[src/rtl/phy_poll_pkg.sv]
`timescale 1ns/1ps
// Shared types and constants for the PHY link poller.
// Assumes IEEE clause-22 register numbering for the PHY.
package phy_poll_pkg;

    localparam int unsigned REG_ADDR_W = 5;
    localparam int unsigned DATA_W     = 16;

    localparam logic [REG_ADDR_W-1:0] REG_CTRL  = 5'd0;
    localparam logic [REG_ADDR_W-1:0] REG_STAT  = 5'd1;
    localparam logic [REG_ADDR_W-1:0] REG_ADV   = 5'd4;
    localparam logic [REG_ADDR_W-1:0] REG_LPA   = 5'd5;
    localparam logic [REG_ADDR_W-1:0] REG_GCTL  = 5'd9;
    localparam logic [REG_ADDR_W-1:0] REG_GSTAT = 5'd10;

    localparam logic [1:0] SPD_10   = 2'd0;
    localparam logic [1:0] SPD_100  = 2'd1;
    localparam logic [1:0] SPD_1000 = 2'd2;

    typedef enum logic [3:0] {
        ST_IDLE,
        ST_STAT,
        ST_STAT_AGAIN,
        ST_CTRL,
        ST_ADV,
        ST_LPA,
        ST_GCTL,
        ST_GSTAT,
        ST_APPLY,
        ST_NEXT
    } poll_state_t;

    // Resolved operating mode of one port.
    typedef struct packed {
        logic [1:0] speed;
        logic       duplex;
        logic       pause;
    } link_cfg_t;

    // Only the PHY register bits the resolution needs.
    typedef struct packed {
        logic       an_enable;    // reg0 bit 12
        logic       speed_lsb;    // reg0 bit 13
        logic       speed_msb;    // reg0 bit 6
        logic       full_duplex;  // reg0 bit 8
        logic       an_complete;  // reg1 bit 5
        logic [4:0] own_abil;     // reg4 {bit 10, bits 8:5}
        logic [4:0] peer_abil;    // reg5 {bit 10, bits 8:5}
        logic [1:0] own_gig;      // reg9 bits 9:8
        logic [1:0] peer_gig;     // reg10 bits 11:10
    } phy_regs_t;

endpackage

[src/rtl/phy_poll_ticker.sv]
`timescale 1ns/1ps
// Poll interval counter: pulses tick_o for one cycle every PERIOD cycles.
// Assumes PERIOD >= 1; it runs freely, and the consumer gates the pulse.
module phy_poll_ticker #(
    parameter int unsigned PERIOD = 100_000_000
) (
    input  logic clk,
    input  logic rst_n,
    output logic tick_o
);
    localparam int unsigned CNT_W = (PERIOD > 1) ? $clog2(PERIOD) : 1;
    localparam logic [CNT_W-1:0] LAST = CNT_W'(PERIOD - 1);

    logic [CNT_W-1:0] cnt_q;

    // Count cycles and wrap at the end of each interval.
    always_ff @(posedge clk) begin
        if (!rst_n)              cnt_q <= '0;
        else if (cnt_q == LAST)  cnt_q <= '0;
        else                     cnt_q <= cnt_q + 1'b1;
    end

    assign tick_o = (cnt_q == LAST);

    generate
        if (PERIOD > 1) begin : g_chk
            assert_tick_isolated_R1: assert property (@(posedge clk) disable iff (!rst_n)
                tick_o |=> !tick_o)
                else $error("poll tick lasted more than one cycle");
        end
    endgenerate

endmodule

[src/rtl/phy_ability_resolver.sv]
`timescale 1ns/1ps
// Combinational mode resolution from captured PHY register bits.
// With auto-negotiation enabled and complete: best common ability by
// six-level priority. Otherwise: forced mode bits from the control register.
module phy_ability_resolver
    import phy_poll_pkg::*;
(
    input  phy_regs_t regs_i,
    output link_cfg_t cfg_o
);
    logic       aneg_done;
    logic [4:0] common_lo;
    logic [1:0] common_gig;
    logic [5:0] ability;

    // Intersect own and partner abilities.
    always_comb begin
        aneg_done  = regs_i.an_enable & regs_i.an_complete;
        common_lo  = regs_i.own_abil & regs_i.peer_abil;
        common_gig = regs_i.own_gig & regs_i.peer_gig;
        ability    = {common_gig, common_lo[3:0]};
    end

    // Pick the mode: priority ladder or forced bits.
    always_comb begin
        cfg_o = '0;
        if (aneg_done) begin
            cfg_o.pause = common_lo[4];
            if (ability[5])      begin cfg_o.speed = SPD_1000; cfg_o.duplex = 1'b1; end
            else if (ability[4]) begin cfg_o.speed = SPD_1000; cfg_o.duplex = 1'b0; end
            else if (ability[3]) begin cfg_o.speed = SPD_100;  cfg_o.duplex = 1'b1; end
            else if (ability[2]) begin cfg_o.speed = SPD_100;  cfg_o.duplex = 1'b0; end
            else if (ability[1]) begin cfg_o.speed = SPD_10;   cfg_o.duplex = 1'b1; end
            else                 begin cfg_o.speed = SPD_10;   cfg_o.duplex = 1'b0; end
        end else begin
            cfg_o.pause  = regs_i.own_abil[4];
            cfg_o.speed  = regs_i.speed_msb ? SPD_1000 : {1'b0, regs_i.speed_lsb};
            cfg_o.duplex = regs_i.full_duplex;
        end
    end

    always_comb begin
        assert_speed_code_legal_R8: assert (cfg_o.speed != 2'd3)
            else $error("resolved speed code out of range");
    end

endmodule

[src/rtl/phy_port_status.sv]
`timescale 1ns/1ps
// Per-port state: recorded link state (with unknown after reset),
// resolved mode outputs and the force-link-up bit.
// Assumes strobes are only acted on while sel_i marks this port as serviced.
module phy_port_status
    import phy_poll_pkg::*;
(
    input  logic      clk,
    input  logic      rst_n,
    input  logic      sel_i,
    input  logic      clr_force_i,
    input  logic      mark_down_i,
    input  logic      load_i,
    input  link_cfg_t cfg_i,
    output logic      known_o,
    output logic      link_o,
    output link_cfg_t cfg_o,
    output logic      force_o
);
    // Update recorded state and outputs for the serviced port.
    always_ff @(posedge clk) begin
        if (!rst_n) begin
            known_o <= 1'b0;
            link_o  <= 1'b0;
            cfg_o   <= '0;
            force_o <= 1'b0;
        end else if (sel_i) begin
            if (clr_force_i) force_o <= 1'b0;
            if (mark_down_i) begin
                known_o <= 1'b1;
                link_o  <= 1'b0;
            end
            if (load_i) begin
                known_o <= 1'b1;
                link_o  <= 1'b1;
                cfg_o   <= cfg_i;
                force_o <= 1'b1;
            end
        end
    end

    assert_cfg_only_when_serviced_R3: assert property (@(posedge clk) disable iff (!rst_n)
        !$stable(cfg_o) |-> $past(sel_i))
        else $error("port mode changed while port not serviced");

    assert_force_set_with_link_R11: assert property (@(posedge clk) disable iff (!rst_n)
        $rose(force_o) |-> link_o && known_o)
        else $error("force-link-up set without recorded link");

endmodule

[src/rtl/phy_link_poller.sv]
`timescale 1ns/1ps
// Top: sequences the PHY register reads of each poll pass, detects link
// changes per port and loads the resolved mode into the port state.
// Assumes the MDIO master returns one rd_ack_i per accepted request and
// that rd_req_o may stay high across back-to-back reads.
module phy_link_poller
    import phy_poll_pkg::*;
#(
    parameter int unsigned NUM_PORTS  = 2,
    parameter int unsigned POLL_TICKS = 100_000_000,
    parameter int unsigned PHY_ADDR_W = 5,
    parameter logic [NUM_PORTS*PHY_ADDR_W-1:0] PHY_ADDRS = {5'd1, 5'd0}
) (
    input  logic                    clk,
    input  logic                    rst_n,
    input  logic                    sw_enable_i,
    output logic                    rd_req_o,
    output logic [PHY_ADDR_W-1:0]   rd_phy_o,
    output logic [REG_ADDR_W-1:0]   rd_reg_o,
    input  logic                    rd_ack_i,
    input  logic [DATA_W-1:0]       rd_data_i,
    output logic [2*NUM_PORTS-1:0]  speed_o,
    output logic [NUM_PORTS-1:0]    duplex_o,
    output logic [NUM_PORTS-1:0]    pause_o,
    output logic [NUM_PORTS-1:0]    link_force_o
);
    localparam int unsigned PIDX_W = (NUM_PORTS > 1) ? $clog2(NUM_PORTS) : 1;
    localparam logic [PIDX_W-1:0] LAST_PORT = PIDX_W'(NUM_PORTS - 1);

    poll_state_t       state_q;
    logic [PIDX_W-1:0] port_q;
    phy_regs_t         regs_q;
    link_cfg_t         cfg_new;
    logic              tick;
    logic              busy;

    logic [NUM_PORTS-1:0] known_w;
    logic [NUM_PORTS-1:0] link_w;
    logic [NUM_PORTS-1:0] force_w;
    link_cfg_t            cfg_w [NUM_PORTS];

    logic cur_known, cur_link, stat_absent, new_link;
    logic clr_force, mark_down, load_cfg;

    phy_poll_ticker #(.PERIOD(POLL_TICKS)) u_ticker (
        .clk    (clk),
        .rst_n  (rst_n),
        .tick_o (tick)
    );

    phy_ability_resolver u_resolver (
        .regs_i (regs_q),
        .cfg_o  (cfg_new)
    );

    assign busy = (state_q != ST_IDLE);

    generate
        for (genvar p = 0; p < NUM_PORTS; p++) begin : g_port
            link_cfg_t cfg_p;
            phy_port_status u_status (
                .clk         (clk),
                .rst_n       (rst_n),
                .sel_i       (busy && (port_q == PIDX_W'(p))),
                .clr_force_i (clr_force),
                .mark_down_i (mark_down),
                .load_i      (load_cfg),
                .cfg_i       (cfg_new),
                .known_o     (known_w[p]),
                .link_o      (link_w[p]),
                .cfg_o       (cfg_p),
                .force_o     (force_w[p])
            );
            assign cfg_w[p]        = cfg_p;
            assign speed_o[2*p +: 2] = cfg_p.speed;
            assign duplex_o[p]     = cfg_p.duplex;
            assign pause_o[p]      = cfg_p.pause;
        end
    endgenerate

    assign link_force_o = force_w;

    // Decode the status word and derive the per-port update strobes.
    always_comb begin
        cur_known   = known_w[port_q];
        cur_link    = link_w[port_q];
        stat_absent = (rd_data_i == '0) || (rd_data_i == '1);
        new_link    = rd_data_i[2];
        clr_force   = (state_q == ST_STAT) && rd_ack_i && !stat_absent && !new_link
                      && (!cur_known || cur_link);
        mark_down   = (state_q == ST_STAT_AGAIN) && rd_ack_i && !new_link;
        load_cfg    = (state_q == ST_APPLY);
    end

    // Request outputs follow the read state.
    always_comb begin
        rd_req_o = 1'b1;
        rd_reg_o = REG_STAT;
        case (state_q)
            ST_STAT, ST_STAT_AGAIN: rd_reg_o = REG_STAT;
            ST_CTRL:                rd_reg_o = REG_CTRL;
            ST_ADV:                 rd_reg_o = REG_ADV;
            ST_LPA:                 rd_reg_o = REG_LPA;
            ST_GCTL:                rd_reg_o = REG_GCTL;
            ST_GSTAT:               rd_reg_o = REG_GSTAT;
            default:                rd_req_o = 1'b0;
        endcase
        rd_phy_o = PHY_ADDRS[int'(port_q)*PHY_ADDR_W +: PHY_ADDR_W];
    end

    // Pass sequencer: walks ports in order and captures register bits.
    always_ff @(posedge clk) begin
        if (!rst_n) begin
            state_q <= ST_IDLE;
            port_q  <= '0;
            regs_q  <= '0;
        end else begin
            case (state_q)
                ST_IDLE: if (tick && sw_enable_i) begin
                    state_q <= ST_STAT;
                    port_q  <= '0;
                end
                ST_STAT: if (rd_ack_i) begin
                    regs_q.an_complete <= rd_data_i[5];
                    if (stat_absent)                         state_q <= ST_NEXT;
                    else if (cur_known && cur_link == new_link) state_q <= ST_NEXT;
                    else if (!new_link)                      state_q <= ST_STAT_AGAIN;
                    else                                     state_q <= ST_CTRL;
                end
                ST_STAT_AGAIN: if (rd_ack_i) begin
                    regs_q.an_complete <= rd_data_i[5];
                    state_q <= new_link ? ST_CTRL : ST_NEXT;
                end
                ST_CTRL: if (rd_ack_i) begin
                    regs_q.an_enable   <= rd_data_i[12];
                    regs_q.speed_lsb   <= rd_data_i[13];
                    regs_q.speed_msb   <= rd_data_i[6];
                    regs_q.full_duplex <= rd_data_i[8];
                    state_q <= ST_ADV;
                end
                ST_ADV: if (rd_ack_i) begin
                    regs_q.own_abil <= {rd_data_i[10], rd_data_i[8:5]};
                    state_q <= (regs_q.an_enable && regs_q.an_complete) ? ST_LPA : ST_APPLY;
                end
                ST_LPA: if (rd_ack_i) begin
                    regs_q.peer_abil <= {rd_data_i[10], rd_data_i[8:5]};
                    state_q <= ST_GCTL;
                end
                ST_GCTL: if (rd_ack_i) begin
                    regs_q.own_gig <= rd_data_i[9:8];
                    state_q <= ST_GSTAT;
                end
                ST_GSTAT: if (rd_ack_i) begin
                    regs_q.peer_gig <= rd_data_i[11:10];
                    state_q <= ST_APPLY;
                end
                ST_APPLY: state_q <= ST_NEXT;
                ST_NEXT: begin
                    if (port_q == LAST_PORT) begin
                        state_q <= ST_IDLE;
                    end else begin
                        port_q  <= port_q + 1'b1;
                        state_q <= ST_STAT;
                    end
                end
                default: state_q <= ST_IDLE;
            endcase
        end
    end

    assert_req_held_R10: assert property (@(posedge clk) disable iff (!rst_n)
        rd_req_o && !rd_ack_i |=> rd_req_o && $stable(rd_reg_o) && $stable(rd_phy_o))
        else $error("read request withdrawn or changed before acknowledge");

    assert_idle_without_enable_R1: assert property (@(posedge clk) disable iff (!rst_n)
        (state_q == ST_IDLE) && !sw_enable_i |=> (state_q == ST_IDLE))
        else $error("poll pass started while switch disabled");

    assert_force_low_on_reread_R5: assert property (@(posedge clk) disable iff (!rst_n)
        (state_q == ST_STAT_AGAIN) |-> !link_force_o[port_q])
        else $error("force-link-up still set during status re-read");

    assert_port_order_R2: assert property (@(posedge clk) disable iff (!rst_n)
        (state_q == ST_NEXT) && (port_q != LAST_PORT) |=> (port_q == $past(port_q) + 1'b1))
        else $error("ports not serviced in ascending order");

endmodule

[config.mk]
export PLATFORM = sky130hd
export DESIGN_NAME = phy_link_poller
export DESIGN_NICKNAME = d
export VERILOG_FILES = /design/src/rtl/phy_poll_pkg.sv /design/src/rtl/phy_poll_ticker.sv /design/src/rtl/phy_ability_resolver.sv /design/src/rtl/phy_port_status.sv /design/src/rtl/phy_link_poller.sv
export SDC_FILE = /design/constraint.sdc
export NUM_CORES = 1
export LEC_CHECK = 0
export BUFFER_PORTS_ARGS = -buffer_cell sky130_fd_sc_hd__buf_2
export CAP_MARGIN = 30
export CORE_MARGIN = 10
export CORE_UTILIZATION = 55
export DETAILED_ROUTE_END_ITERATION = 8
export GPL_TIMING_DRIVEN = 0
export PLACE_DENSITY = 0.75
export SLEW_MARGIN = 20
export SYNTH_ARGS = -nofsm -noshare
export SYNTH_HDL_FRONTEND = slang
export SYNTH_SLANG_ARGS = --single-unit
[constraint.sdc]
create_clock -name clk -period 4 [get_ports clk]
set_input_delay 0.8 -clock clk [delete_from_list [all_inputs] [get_ports clk]]
set_output_delay 0.8 -clock clk [all_outputs]
set_load 0.01 [all_outputs]
==> results of run 1 <==
-- where the power goes --
part | switching, uW | leakage [uW] | internal [uW]
logic | 26.8 | 0.000734 | 20.5
registers | 2.54 | 0.000508 | 630
clock network | 237 | 0.000108 | 378
total | 267 | 0.00135 | 1030
-- sequential cells by signal, summed over array words and instances (netlist names) --
name,flops
g_port.u_status.cfg_o,8
g_port.u_status.force_o,2
g_port.u_status.known_o,2
g_port.u_status.link_o,2
port_q,1
regs_q,17
state_q,4
u_ticker.cnt_q,27
-- how the worst min path moves through the flow --
stage | to | slack (ps) | depth (start not counted) | startpoint
floorplan | u_ticker.cnt_q[0] | 430 | 1 | u_ticker.cnt_q[0]
global placement | u_ticker.cnt_q[0] | 450 | 1 | u_ticker.cnt_q[0]
detailed placement | u_ticker.cnt_q[0] | 460 | 1 | u_ticker.cnt_q[0]
CTS | u_ticker.cnt_q[0] | 470 | 1 | u_ticker.cnt_q[0]
global route | regs_q[17] | 520 | 2 | regs_q[17]
finish | u_ticker.cnt_q[0] | 460 | 1 | u_ticker.cnt_q[0]
-- area by class of cell --
class                   count  area share
clock inverters             3      0.0185
well taps                  72      0.0246
repair buffers             34      0.0465
flip-flops and latches     63       0.345
inverters                   9     0.00924
clock buffers              11      0.0414
multi-input cells         290       0.478
plain buffers              22      0.0373
-- cells in the mapped netlist, drive strengths merged, types with 2 or more instances --
master / number
a211o: 2
a21boi: 13
a21oi: 7
a22oi: 2
a31oi: 3
a32oi: 4
and2: 3
and2b: 2
and3: 7
and4: 4
buf: 12
clkbuf: 10
dfxtp: 63
inv: 9
mux2i: 11
nand2: 38
nand2b: 4
nand3: 15
nand3b: 2
nand4: 9
nor2: 50
nor2b: 15
nor3: 9
nor3b: 2
nor4: 11
o21a: 3
o21ai: 21
or2b: 2
or3: 3
or4: 3
xnor2: 21
xor2: 6
-- per-stage QoR --
| stage | area (sq um) | cells |
|---|---|---|
| after detailed placement | 3440 | 490 |
| after global routing | 3660 | 504 |
| after CTS | 3660 | 504 |
| after floorplan | 3180 | 384 |
| final | 3660 | 504 |
| after global placement | 3440 | 490 |
-- worst register-to-register path, stage by stage, from the launching register on --
cell and delay (ps):
dfxtp_1 400, nand2_2 150, or4_1 480, or3_1 370, nand2_1 240, buf_2 280
nor2_1 70
-- cells by family (layout without fill, tap and decap cells) --
family / Yosys count / after routing / synth area share
AND/OR/NAND/NOR: 181 / 181 / 0.293
XOR/XNOR: 27 / 27 / 0.0748
buffers and inverters: 31 / 79 / 0.0538
adder cells (fa/ha/maj): 1 / 1 / 0.00396
AO/OA/AOI/OAI: 64 / 64 / 0.136
multiplexers: 12 / 12 / 0.0384
other: 1 / 5 / 0.00119
flip-flops: 63 / 63 / 0.399
-- per-layer routing --
layer	GRT usage	vias to the layer above	wire length, um
li1	-	1410	-
met5	0	-	0
met3	0.0451	10	469
met2	0.251	79	3180
met1	0.228	1311	3550
met4	0.0602	0	106
==> impl_metrics.yaml, run 1 <==
worst_setup_path:
  cp-end-kind: "output port"
  cp.depth: 5
  critPathTopFamily: "buffers and inverters"
  cp-start-kind: "register"
  path_class: "register to output port"
  r2r_setup_slack_ps: 1910
  startpoint: "state_q[1]"
  cp.required_ps: 3200
  path_cells: "clkbuf_1, nand2_1, nand2_1, nand2_1, buf_2"
  crit_buf_inv: 2
  reg2regPathDepth: 6
  slowest_stage: "dfxtp_1"
  worstReg2RegEnd: "u_ticker.cnt_q[13]"
  cp.arrival_ps: 1710
  slowest_delay_ps: 440
  crit_end: "rd_reg_o[0]"
  path_max_fanout: 10
  crit_path_frequent_cell: "nand2_1"
  reg2reg_from: "u_ticker.cnt_q[13]"
global_route:
  track_usage: 0.168
  grt_pass1_vias: 2597
  grt_max_degree: 11
  overflow: 0
  grt_first_pass_wirelength_mm: 12.4
  antenna_found_initial: 0
cells_and_area:
  multi_input_area_sq_um: 1750
  nets: 450
  syn_to_final_growth_pct: 15.6
  drive_gt1_frac: 0.174
  seqCellArea_sq_um: 1260
  utilization: 0.660
  fillers: 487
  final_cell_mix: "dfxtp_1, nor2_1, nand2_1"
  diodes: 0
  final_common_cell: "dfxtp_1"
clock_tree:
  cts_buffer_depth: 2
  cts_root_buf: "clkbuf_8"
  cts-hold-fix-buffers: 0
  cts_sinks: 63
  postCtsSetupBuffers: 0
  cts_resized: 0
  cts_tree: "built"
  htreeDepth: 3
  clk_pin_slew_worst_paths_ps: 60
  cts_buffers: 9
  clk-insertion-delay-late_ps: 340
logic_synthesis:
  ys_top_cells_by_area: "dfxtp_1, nor2_1, xnor2_1"
  synth.avg_cell_area_sq_um: 8.32
  ys_ff_latch: 63
  yosysTopAreaCellShare: 0.399
  ys_types: 53
  syn_area_sq_um: 3160
  synth_edf_count: 0
  dominantRegCellSynth: "dfxtp_1"
  async_flop_share: 0
  synthCells: 380
  yosys_warnings: 0
  ys_seq_area_frac: 0.399
  synth_area_leader_cell: "dfxtp_1"
power:
  ir_drop_uv: 254
  power_density_nw_per_um2: 354
  p_leak_uw: 0.00135
  power.total_uw: 1290
timing:
  skew_ps: 6.48
  finalHoldViolCount: 0
  slew_violations: 0
  fin_ws_ps: 1490
  setup-violations-final: 0
  post-route-period-util: 0.626
  setup_tns_ps: 0
  rsz0062_at_grt: "false"
  whs_ps: 464
  slew_headroom: 0.566
  fmax_mhz: 399
  fin_crit_ps: 2510
  worst-slew-pin-transition_ps: 646
die:
  initial_core_util: 0.571
  die-area_sq_um: 9180
  coreArea_sq_um: 5540
  num_io_pins: 41
  die_h_um: 95.8
  dieWidth_um: 95.8
  core.rowCount: 27
drt:
  ant_nets: 0
  avgRoutedWirePerCell_um: 14.5
  wirelength_mm: 7.31
  via_count: 2810
  drc: 0
  drt_iter0_markers: 152
  dr.pass1.iters: 5
  vias_per_cell: 5.58
placement:
  place_congestion: 0.931
  pre_cts_ws_ps: 1580
  place_hpwl_mm: 5.49
  numPortBuffers: 34
status:
  outcome: "completed"
min_path:
  hold_path_class: "register to register"
flow_run:
  cap_violations: 0
(Power assumes the default switching activity.)
==> inputs of run 2 (changes only) <==
- clock period: 4 -> 2.4 ns (I/O delays scaled with it)
==> run 2 against run 1 <==
Against the previous run: total power up 67%; sequential cell count unchanged; global-route usage unchanged; design area about the same; critical path depth grew 1; combinational power is 67% higher; via count is 0.71% higher; count of clock-buffer cells in the layout stayed put; non-clock buffer count did not move; setup slack got worse by 1200 ps; core utilization about the same.
==> impl_metrics.yaml, run 2 (synthesis results as in run 1) <==
worst_setup_path:
  reg2regPathDepth: 6
  crit_buf_inv: 1
  slowest_delay_ps: 480
  slowest_stage: "or4_1"
  cp.depth: 6
  critPathTopFamily: "simple AND/OR/NAND/NOR gates"
  path_max_fanout: 10
  cp.arrival_ps: 2310
  path_cells: "nand2_2, or4_1, or3_1, nand2_1, buf_2, nor2_1"
  path_class: "register to register"
  cp.required_ps: 2620
  cp-start-kind: "register"
  cp-end-kind: "register"
flow_run:
  cap_violations: 0
clock_tree:
  htreeDepth: 3
  postCtsSetupBuffers: 0
  cts_buffer_depth: 2
  cts_resized: 0
  cts_tree: "built"
  clk_pin_slew_worst_paths_ps: 60
  cts_root_buf: "clkbuf_8"
  cts-hold-fix-buffers: 0
  cts_buffers: 9
  cts_sinks: 63
  clk-insertion-delay-late_ps: 340
die:
  die_h_um: 95.8
  dieWidth_um: 95.8
  die-area_sq_um: 9180
  initial_core_util: 0.571
  core.rowCount: 27
  coreArea_sq_um: 5540
  num_io_pins: 41
drt:
  drc: 0
  via_count: 2830
  dr.pass1.iters: 5
  wirelength_mm: 7.34
  vias_per_cell: 5.62
  ant_nets: 0
  avgRoutedWirePerCell_um: 14.6
  drt_iter0_markers: 157
timing:
  fin_ws_ps: 309
  post-route-period-util: 0.871
  slew_headroom: 0.573
  rsz0062_at_grt: "false"
  worst-slew-pin-transition_ps: 636
  slew_violations: 0
  fmax_mhz: 478
  skew_ps: 6.98
  fin_crit_ps: 2090
  whs_ps: 427
  finalHoldViolCount: 0
  setup_tns_ps: 0
  setup-violations-final: 0
power:
  ir_drop_uv: 424
  power_density_nw_per_um2: 590
  p_leak_uw: 0.00135
global_route:
  overflow: 0
  grt_first_pass_wirelength_mm: 12.4
  track_usage: 0.168
  antenna_found_initial: 0
  grt_max_degree: 11
  grt_pass1_vias: 2597
cells_and_area:
  utilization: 0.660
  final_common_cell: "dfxtp_1"
  top_regs: "u_ticker.cnt_q: 27 flops, regs_q: 17 flops, g_port.u_status.cfg_o: 8 flops"
  largest_reg_flops: 27
  final_cell_mix: "dfxtp_1, nor2_1, nand2_1"
  syn_to_final_growth_pct: 15.7
  diodes: 0
  drive_gt1_frac: 0.176
  nets: 450
  design_area_sq_um: 3660
  top_register: "u_ticker.cnt_q"
placement:
  numPortBuffers: 34
  place_congestion: 0.931
  place_hpwl_mm: 5.49
  place_area_sq_um: 3440
  pre_cts_ws_ps: 282
min_path:
  hold_path_class: "input port to register"
  holdPathStages: 3
status:
  outcome: "completed"
-- run 2: cell counts in the layout (fill, tap and decap cells not counted) --
Identical to the previous run, type by type.
-- run 2: through the flow --
step,power [uW],cells
after floorplan,1120,384
after global placement,1150,490
after detailed placement,1160,490
after CTS,2180,504
after global routing,2230,504
final,2160,504
-- run 2: power by group --
| part | total [uW] | internal [uW] | switching, uW |
|---|---|---|---|
| clock | 1030 | 630 | 397 |
| combinational | 79.0 | 34.2 | 44.8 |
| sequential | 1050 | 1050 | 4.24 |
| total | 2160 | 1710 | 446 |
-- run 2: path summary, 6_finish.rpt --
check             slack, ps            endpoint               start
hold reg to reg         460   u_ticker.cnt_q[0]   u_ticker.cnt_q[0]
hold / removal          430           regs_q[1]       rd_data_i[11]
setup reg to reg        310  u_ticker.cnt_q[13]  u_ticker.cnt_q[13]
setup / recovery        310  u_ticker.cnt_q[13]  u_ticker.cnt_q[13]
-- run 2: metal layers --
layer,wire length [um],share of wire,up-vias,global-route usage
li1,-,-,1412,-
met4,109,0.015,0,0.0602
met1,3530,0.48,1313,0.228
met3,512,0.070,10,0.0451
met2,3190,0.43,95,0.251
met5,0,0,-,0
-- run 2: worst reg2reg max path, cell delays in order, from the launching register on --
cell and delay (ps):
dfxtp_1 400, nand2_2 150, or4_1 480, or3_1 370
nand2_1 240, buf_2 280, nor2_1 70
-- run 2: layout make-up --
type,count,area [sq um]
multi-input cells,290,1750
clock inverters,3,67.6
plain buffers,22,138
well taps,72,90.1
fillers,487,1880
flip-flops and latches,63,1260
clock buffers,11,151
repair buffers,34,170
inverters,9,33.8
==> inputs of run 3 (changes only) <==
- SYNTH_HIERARCHICAL: not set -> 1
==> run 3 against run 2 <==
Against the previous run: global-route usage decreased by 0.35 points; non-clock buffer count increased by 7; largest power group unchanged; clock skew increased by 2.3 ps; setup slack got worse by 94 ps; maximum frequency decreased by 4.3%; clock power decreased by 8%; critical path type unchanged; sequential share of layout area decreased by 0.95 points; core utilization decreased by 1.7 points; critical endpoint is now state_q[1].
==> impl_metrics.yaml, run 3 <==
drt:
  drt_iter0_markers: 120
  drc: 0
  dr.pass1.iters: 5
  wirelength_mm: 7.87
  ant_nets: 0
  via_count: 3027
  vias_per_cell: 5.89
  avgRoutedWirePerCell_um: 15.3
clock_tree:
  cts_buffer_depth: 2
  cts_sinks: 63
  cts_buffers: 9
  clk-insertion-delay-late_ps: 340
  htreeDepth: 3
  cts_root_buf: "clkbuf_8"
  clk_pin_slew_worst_paths_ps: 80
  postCtsSetupBuffers: 0
  cts_tree: "built"
worst_setup_path:
  path_max_fanout: 6
  cp-end-kind: "register"
  critPathTopFamily: "simple AND/OR/NAND/NOR gates"
  path_class: "register to register"
  crit_path_frequent_cell: "a211oi_1"
  slowest_stage: "or4_1"
  crit_buf_inv: 0
  cp.arrival_ps: 2440
  cp.required_ps: 2650
  slowest_delay_ps: 480
  path_cells: "ha_1, nand3_2, or4_1, nor2_1, and3_1, a211oi_1, a211oi_1"
  cp-start-kind: "register"
timing:
  fin_crit_ps: 2190
  post-route-period-util: 0.911
  slew_violations: 0
  finalHoldViolCount: 0
  setup-violations-final: 0
  slew_headroom: 0.454
  rsz0062_at_grt: "false"
  skew_ps: 9.28
  fmax_mhz: 458
  worst-slew-pin-transition_ps: 807
  setup_tns_ps: 0
cells_and_area:
  diodes: 0
  syn_to_final_growth_pct: 14.9
  design_area_sq_um: 3760
  nets: 455
  largest_reg_flops: 27
  final_cell_mix: "dfxtp_1, buf_2, nand2_1"
  top_regs: "u_ticker/cnt_q: 27 flops, regs_q: 17 flops, g_port.u_status/cfg_o: 8 flops"
  final_common_cell: "dfxtp_1"
  drive_gt1_frac: 0.200
  top_register: "u_ticker/cnt_q"
global_route:
  grt_pass1_vias: 2855
  overflow: 0
  track_usage: 0.165
  antenna_found_initial: 0
  grt_first_pass_wirelength_mm: 13.2
  grt_max_degree: 16
power:
  p_leak_uw: 0.00136
  ir_drop_uv: 347
  power_density_nw_per_um2: 554
die:
  die-area_sq_um: 9440
  die_h_um: 97.2
  coreArea_sq_um: 5850
  dieWidth_um: 97.2
  initial_core_util: 0.560
  core.rowCount: 28
  num_io_pins: 41
logic_synthesis:
  syn_area_sq_um: 3280
  synthCells: 386
  yosys_warnings: 6
  synth.avg_cell_area_sq_um: 8.49
placement:
  place_area_sq_um: 3550
  numPortBuffers: 33
  place_congestion: 0.862
  place_hpwl_mm: 5.80
status:
  outcome: "completed"
min_path:
  hold_path_class: "input port to register"
flow_run:
  cap_violations: 0
run 3: cell type report:
type                    count  area, sq um
fillers                   524         2090
multi-input cells         290         1820
inverters                   7         26.3
well taps                  75         93.8
plain buffers              30          193
flip-flops and latches     63         1260
repair buffers             33          165
clock buffers              10          138
clock inverters             6         70.1
run 3: worst min-delay path, cell delays in order:
cell and delay (ps):
buf_2 120, nand3_1 60, a21boi_0 70
run 3: path summary, 6_finish.rpt:
| kind | slack (ps) | cells past startpoint | from | to |
|---|---|---|---|---|
| worst max register to register | 210 | 7 | u_ticker/cnt_q[0] | state_q[1] |
| worst max-delay path | 210 | 7 | u_ticker/cnt_q[0] | state_q[1] |
| worst min-delay path | 440 | 3 | rd_data_i[5] | regs_q[14] |
| worst min register to register | 470 | 2 | g_port[1].u_status/cfg_o[3] | g_port[1].u_status/cfg_o[3] |
run 3: where the power goes:
group,total [uW],internal [uW],switching (uW)
Clock,947,511,436
Combinational,83.9,33.4,50.5
Sequential,1050,1050,5.33
run 3: per-layer routing:
metal  routed length [um]  vias to the layer above  global-route usage
met1                 3340                     1405               0.189
met5                    0                        -                   0
met4                  219                        0              0.0829
met3                  480                       26              0.0427
li1                     -                     1488                   -
met2                 3830                      108               0.275
run 3: metrics by stage:
stage / total power [uW] / std cells / utilization / setup WS, ps / hold WS, ps
2_1_floorplan: 1120 / 390 / - / 426 / 440
3_3_place_gp: 1160 / 498 / 0.607 / 210 / 448
3_5_place_dp: 1160 / 498 / 0.607 / 173 / 457
4_1_cts: 2100 / 514 / 0.642 / 153 / 429
5_1_grt: 2160 / 514 / 0.643 / 25.5 / 444
6_report: 2080 / 514 / 0.643 / 215 / 439
run 3: timing repair:
| action | in CTS | in global routing |
|---|---|---|
| setup endpoints to repair | 0 | 6 |
| hold buffers | 0 | 0 |
| gates resized for setup | 0 | 1 |
